File: config.mk
export PLATFORM = sky130hd
export DESIGN_NAME = prio_clk_selector
export DESIGN_NICKNAME = d
export VERILOG_FILES = /design/src/rtl/pis_pkg.sv /design/src/rtl/pis_los_gate.sv /design/src/rtl/pis_prio_search.sv /design/src/rtl/pis_sel_ctrl.sv /design/src/rtl/prio_clk_selector.sv
export SDC_FILE = /design/constraint.sdc
export NUM_CORES = 1
export LEC_CHECK = 0
export ABC_AREA = 0
export BUFFER_PORTS_ARGS = -buffer_cell sky130_fd_sc_hd__buf_2
export CORE_AREA = 2 2 144 146
export DETAILED_ROUTE_END_ITERATION = 10
export DIE_AREA = 0 0 146 148
export GPL_TIMING_DRIVEN = 0
export SETUP_SLACK_MARGIN = 0.05
export SYNTH_ARGS = -nofsm -noshare
export SYNTH_HDL_FRONTEND = slang
export SYNTH_SLANG_ARGS = --single-unit
File: constraint.sdc
create_clock -name clk -period 59.6 [get_ports clk]
set_clock_uncertainty 0.1 [all_clocks]
set_input_delay 2.98 -clock clk [delete_from_list [all_inputs] [get_ports clk]]
set_output_delay 2.98 -clock clk [all_outputs]
set_load 0.03 [all_outputs]
File: src/rtl/pis_pkg.sv
package pis_pkg;
  typedef enum logic {
    MODE_HOLD   = 1'b0,
    MODE_REVERT = 1'b1
  } sel_mode_e;

  // True when a candidate priority beats the best one found so far.
  // Strictly smaller wins, so an equal value keeps the earlier (lower) index.
  function automatic logic prio_beats(input int unsigned cand,
                                      input int unsigned best,
                                      input logic have_best);
    return (!have_best) || (cand < best);
  endfunction
endpackage

File: src/rtl/pis_los_gate.sv
module pis_los_gate #(
  parameter int N_IN   = 14,
  parameter int N_LOS  = 4,
  parameter int PRIO_W = 4
) (
  input  logic                    clk,
  input  logic                    rst_n,
  input  logic [N_IN-1:0]         in_qual,
  input  logic [N_IN*PRIO_W-1:0]  prio_cfg,
  input  logic [N_LOS-1:0]        los_pin,
  input  logic [N_IN*N_LOS-1:0]   los_map,
  output logic [N_IN-1:0]         los_hit,
  output logic [N_IN-1:0]         elig
);
  logic [N_IN*N_LOS-1:0] map_q;

  // Association register: cleared by reset so no pin touches any input.
  always_ff @(posedge clk or negedge rst_n) begin
    if (!rst_n) map_q <= '0;
    else        map_q <= los_map;
  end

  for (genvar i = 0; i < N_IN; i++) begin : g_lane
    logic [N_LOS-1:0]  tie;
    logic [PRIO_W-1:0] pv;
    assign tie        = map_q[i*N_LOS +: N_LOS];
    assign pv         = prio_cfg[i*PRIO_W +: PRIO_W];
    assign los_hit[i] = |(tie & los_pin);
    assign elig[i]    = in_qual[i] && !los_hit[i] && (pv != '0);
  end
endmodule

File: src/rtl/pis_prio_search.sv
module pis_prio_search
  import pis_pkg::*;
#(
  parameter int N_IN   = 14,
  parameter int PRIO_W = 4,
  parameter int IDX_W  = 4
) (
  input  logic [N_IN-1:0]        elig,
  input  logic [N_IN*PRIO_W-1:0] prio_cfg,
  output logic [IDX_W-1:0]       win_idx,
  output logic                   any_elig
);
  always_comb begin
    int unsigned best_p;
    win_idx  = '0;
    any_elig = 1'b0;
    best_p   = 0;
    for (int i = 0; i < N_IN; i++) begin
      if (elig[i] &&
          prio_beats(int'(prio_cfg[i*PRIO_W +: PRIO_W]), best_p, any_elig)) begin
        win_idx  = IDX_W'(i);
        best_p   = int'(prio_cfg[i*PRIO_W +: PRIO_W]);
        any_elig = 1'b1;
      end
    end
  end
endmodule

File: src/rtl/pis_sel_ctrl.sv
module pis_sel_ctrl
  import pis_pkg::*;
#(
  parameter int N_IN  = 14,
  parameter int IDX_W = 4
) (
  input  logic             clk,
  input  logic             rst_n,
  input  logic             revert_en,
  input  logic [N_IN-1:0]  elig,
  input  logic [IDX_W-1:0] win_idx,
  input  logic             any_elig,
  output logic [IDX_W-1:0] sel_idx,
  output logic [IDX_W-1:0] best_idx,
  output logic             no_ref,
  output logic             cur_ok
);
  localparam int PAD_W = 2 ** IDX_W;

  sel_mode_e        mode;
  logic [PAD_W-1:0] elig_pad;
  logic             locked_q;
  logic             take_win;

  assign mode     = sel_mode_e'(revert_en);
  assign elig_pad = PAD_W'(elig);
  assign cur_ok   = locked_q && elig_pad[sel_idx];

  always_comb begin
    take_win = 1'b0;
    if (any_elig) begin
      if (mode == MODE_REVERT) take_win = 1'b1;
      else                     take_win = !cur_ok;
    end
  end

  always_ff @(posedge clk or negedge rst_n) begin
    if (!rst_n) begin
      sel_idx  <= '0;
      best_idx <= '0;
      no_ref   <= 1'b1;
      locked_q <= 1'b0;
    end else begin
      no_ref   <= !any_elig;
      locked_q <= any_elig;
      if (any_elig) best_idx <= win_idx;
      if (take_win) sel_idx  <= win_idx;
    end
  end
endmodule

File: src/rtl/prio_clk_selector.sv
module prio_clk_selector #(
  parameter int N_IN   = 14,
  parameter int N_LOS  = 4,
  parameter int PRIO_W = 4,
  parameter int IDX_W  = 4
) (
  input  logic                   clk,
  input  logic                   rst_n,
  input  logic                   revert_en,
  input  logic [N_IN-1:0]        in_qual,
  input  logic [N_IN*PRIO_W-1:0] prio_cfg,
  input  logic [N_LOS-1:0]       los_pin,
  input  logic [N_IN*N_LOS-1:0]  los_map,
  output logic [IDX_W-1:0]       sel_idx,
  output logic [IDX_W-1:0]       best_idx,
  output logic                   no_ref
);
  logic [N_IN-1:0]  los_hit_w;
  logic [N_IN-1:0]  elig_w;
  logic [IDX_W-1:0] win_idx_w;
  logic             any_elig_w;
  logic             cur_ok_w;

  pis_los_gate #(.N_IN(N_IN), .N_LOS(N_LOS), .PRIO_W(PRIO_W)) u_gate (
    .clk      (clk),
    .rst_n    (rst_n),
    .in_qual  (in_qual),
    .prio_cfg (prio_cfg),
    .los_pin  (los_pin),
    .los_map  (los_map),
    .los_hit  (los_hit_w),
    .elig     (elig_w)
  );

  pis_prio_search #(.N_IN(N_IN), .PRIO_W(PRIO_W), .IDX_W(IDX_W)) u_search (
    .elig     (elig_w),
    .prio_cfg (prio_cfg),
    .win_idx  (win_idx_w),
    .any_elig (any_elig_w)
  );

  pis_sel_ctrl #(.N_IN(N_IN), .IDX_W(IDX_W)) u_ctrl (
    .clk       (clk),
    .rst_n     (rst_n),
    .revert_en (revert_en),
    .elig      (elig_w),
    .win_idx   (win_idx_w),
    .any_elig  (any_elig_w),
    .sel_idx   (sel_idx),
    .best_idx  (best_idx),
    .no_ref    (no_ref),
    .cur_ok    (cur_ok_w)
  );
endmodule

==> results.py <==
metrics = {
    "critical_path": {
        "cp.depth": 105,
        "cp_max_fo": 10,
        "crit_buf_inv": 11,
        "arrival_ns": 25.54,
        "path_class": "in2reg",
        "path_common_cell": "ha_1",
        "r2r_setup_slack_ns": 36.60,
        "cp_data_required_time_ns": 59.72,
        "r2r-end": "u_ctrl.sel_idx[1]",
        "r2r_start": "u_gate.map_q[0]",
        "crit_path_max_incr_delay_ns": 0.60,
        "slowest_stage": "a2111oi_0",
        "endpoint_kind": "flip-flop",
        "crit_family": "compound AO/OA/AOI/OAI gates",
        "r2r_cells": 104,
        "start_kind": "input pin",
    },
    "synth": {
        "ys_warn_count": 0,
        "synth_nets": 706,
        "synth_enable_flop_cells": 0,
        "syn-instance-count": 546,
        "synth.ff_latch_count": 66,
        "synth_cell_types": 81,
        "syn-cell-area_sq_um": 4950,
        "ys.flop_type": "dfrtp_1",
        "synth-seq-area-share_pct": 33.4,
        "async_reset_ff_share_pct": 100,
        "syn_avg_cell_area_sq_um": 9.07,
    },
    "power_and_ir_drop": {
        "combPwrFrac_pct": 45.4,
        "p_clk_share_pct": 27.1,
        "powerDensity_nw_per_um2": 30.8,
        "p_int_uw": 119,
        "power.leakage_nw": 2.81,
        "p_sw_uw": 74.6,
        "swShare_pct": 38.5,
        "power_frac_seq_pct": 27.5,
        "peakVddDrop_v": 0.0000241,
    },
    "placement": {
        "pre_cts_slack_ns": 34.04,
        "place_area_sq_um": 5990,
        "place.port_buffers": 139,
        "gp_congestion": 0.870,
        "hpwlAfterDp_mm": 12.9,
    },
    "global_routing": {
        "antenna_found_initial": 2,
        "grt_pass1_vias": 4883,
        "grtUsageTotal_pct": 14.6,
        "grt_max_degree": 67,
        "grt_overflow": 0,
        "grt_pass1_wl_mm": 25.2,
    },
    "routing": {
        "drcViolationCount": 0,
        "drt_iter0_drc": 273,
        "vias_per_cell": 5.05,
        "ant_nets": 0,
        "wirelength_mm": 15.6,
        "vias": 4913,
        "avgRoutedWirePerCell_microns": 16.0,
        "dr.pass1.iters": 7,
    },
    "floorplanning": {
        "die_w_microns": 146,
        "fp.coreArea_sq_um": 20000,
        "io_pins": 142,
        "start_util_pct": 24.7,
        "dieArea_sq_um": 21600,
        "rows": 52,
        "die_h_microns": 148,
    },
    "clock_network": {
        "tritoncts": "yes",
        "cts-hold-fix-buffers": 0,
        "ctsResizeCount": 0,
        "clk_latency_ns": 0.33,
        "post_cts_buffers": 0,
        "htree_levels": 3,
        "root_buffer": "clkbuf_16",
        "clk_path_buf_depth": 2,
        "cts.sinks": 66,
        "clkSlewWorstSetupHoldPaths_ns": 0.06,
        "cts_buffers": 9,
    },
    "min_path": {
        "hold_end": "u_ctrl.best_idx[3]",
        "hold_start": "u_ctrl.best_idx[3]",
        "hold_class": "reg2reg",
        "hold_depth": 2,
    },
    "outcome": {
        "status": "finished, final reports clean",
    },
    "sta": {
        "fin_ws_ns": 34.18,
        "finalSetupViolCount": 0,
        "tightest_slew_ns": 0.810,
        "fmax_mhz": 39.3,
        "slew_headroom_pct": 46.0,
        "finalCriticalPeriod_ns": 25.42,
        "setup_tns_ns": 0,
        "hold_viol": 0,
        "grt_setup_unrepaired": "no",
        "period_share_pct": 42.6,
        "final_max_slew_viol_count": 0,
    },
    "finish": {
        "fin_util_pct": 31.4,
        "drive_above_1_share_pct": 28.2,
        "finish.instance_area_sq_um": 6300,
        "layout.nets": 856,
        "area_delta_synth_final_pct": 27.1,
    },
    "run": {
        "maxCapViolCount": 0,
    },
}
==> cells in the final DEF (no fill, tap or decap), drive strengths merged, types with 14 or more instances in the layout <==
cell type  count
a21oi         35
a222oi        14
buf          144
clkbuf        15
dfrtp         65
ha            27
inv           36
nand2         48
nand3         14
nand4         17
nor2          43
o21ai         20
==> power groups by stage <==
stage	clock, mW	combinational, mW	sequential (mW)
3_3_place_gp	0	0.0870	0.0542
3_5_place_dp	0	0.0877	0.0543
5_1_grt	0.0565	0.0982	0.0542
4_1_cts	0.0540	0.0881	0.0536
2_1_floorplan	0	0.0577	0.0590
6_report	0.0526	0.0880	0.0534
==> worst max path at each step <==
| stage | start | end |
|---|---|---|
| after floorplan | prio_cfg[0] | u_ctrl.sel_idx[1] |
| after CTS | los_pin[0] | u_ctrl.sel_idx[2] |
| final | los_pin[0] | u_ctrl.sel_idx[1] |
| after detailed placement | los_pin[0] | u_ctrl.sel_idx[1] |
| after global placement | los_pin[0] | u_ctrl.sel_idx[1] |
| after global routing | los_pin[0] | u_ctrl.sel_idx[2] |
==> cell type report <==
type                       instances  area, sq um
inverter                          36          135
clock buffer                      10          239
timing repair buffer             139          698
clock inverter                     6         66.3
antenna                            1         2.50
sequential                        66         1650
multi-input combinational        434         3120
fill                            2162        13700
buffer                            10         45.0
tap                              270          338
==> through the flow <==
stage / hold slack, ns / instances / total power [mW]
2_1_floorplan: 0.574 / 546 / 0.117
3_3_place_gp: 0.443 / 955 / 0.141
3_5_place_dp: 0.456 / 955 / 0.142
4_1_cts: 0.459 / 971 / 0.196
5_1_grt: 0.474 / 972 / 0.209
6_report: 0.458 / 972 / 0.194
==> logic make-up after synthesis <==
kind of cell / share of synthesized area [%]
buffers and inverters: 3.64
DFF: 33.4
adders and majority gates: 7.68
muxes: 5.10
AOI/OAI and AO/OA: 29.3
xor gates and xnor gates: 1.06
and+or+nand+nor: 19.9
==> synth_stat cells, drive strengths merged (5+ instances only) <==
library cell	instances	area (sq um)
dfrtp	65	1630
nand2	48	180
nor2	43	161
inv	36	135
a21oi	35	175
ha	27	338
o21ai	20	100
nand4	17	106
a222oi	14	140
nand3	14	70.1
a21o	13	97.6
a31oi	13	111
or4	13	97.6
and2	11	68.8
nor3	10	50.1
or2	10	62.6
mux2i	9	103
o21a	9	67.6
mux2	7	82.6
nor2b	7	43.8
o211ai	7	67.6
a31o	5	43.8
buf	5	26.3
clkbuf	5	18.8
nand3b	5	37.5
o22ai	5	31.3
o31ai	5	47.5
==> layer usage <==
| layer | GRT usage [%] | vias up | part of all wire [%] |
|---|---|---|---|
| met3 | 2.96 | 26 | 4.9 |
| met2 | 24.3 | 145 | 47 |
| met4 | 4.66 | 2 | 2.0 |
| li1 | - | 2431 | - |
| met1 | 19.0 | 2309 | 46 |
| met5 | 0 | - | 0.045 |
==> tightest hold or removal path: stages (launching register included) <==
cell,delay (ns)
dfrtp_1,0.37
nor2_1,0.10
a31oi_1,0.05
==> state kept, by name (all words and copies together), names as in the netlist <==
register         flops
u_ctrl.locked_q      1
u_gate.map_q        56
u_ctrl.sel_idx       4
u_ctrl.no_ref        1
u_ctrl.best_idx      4
No activity file was read; power rests on OpenSTA's default activity.
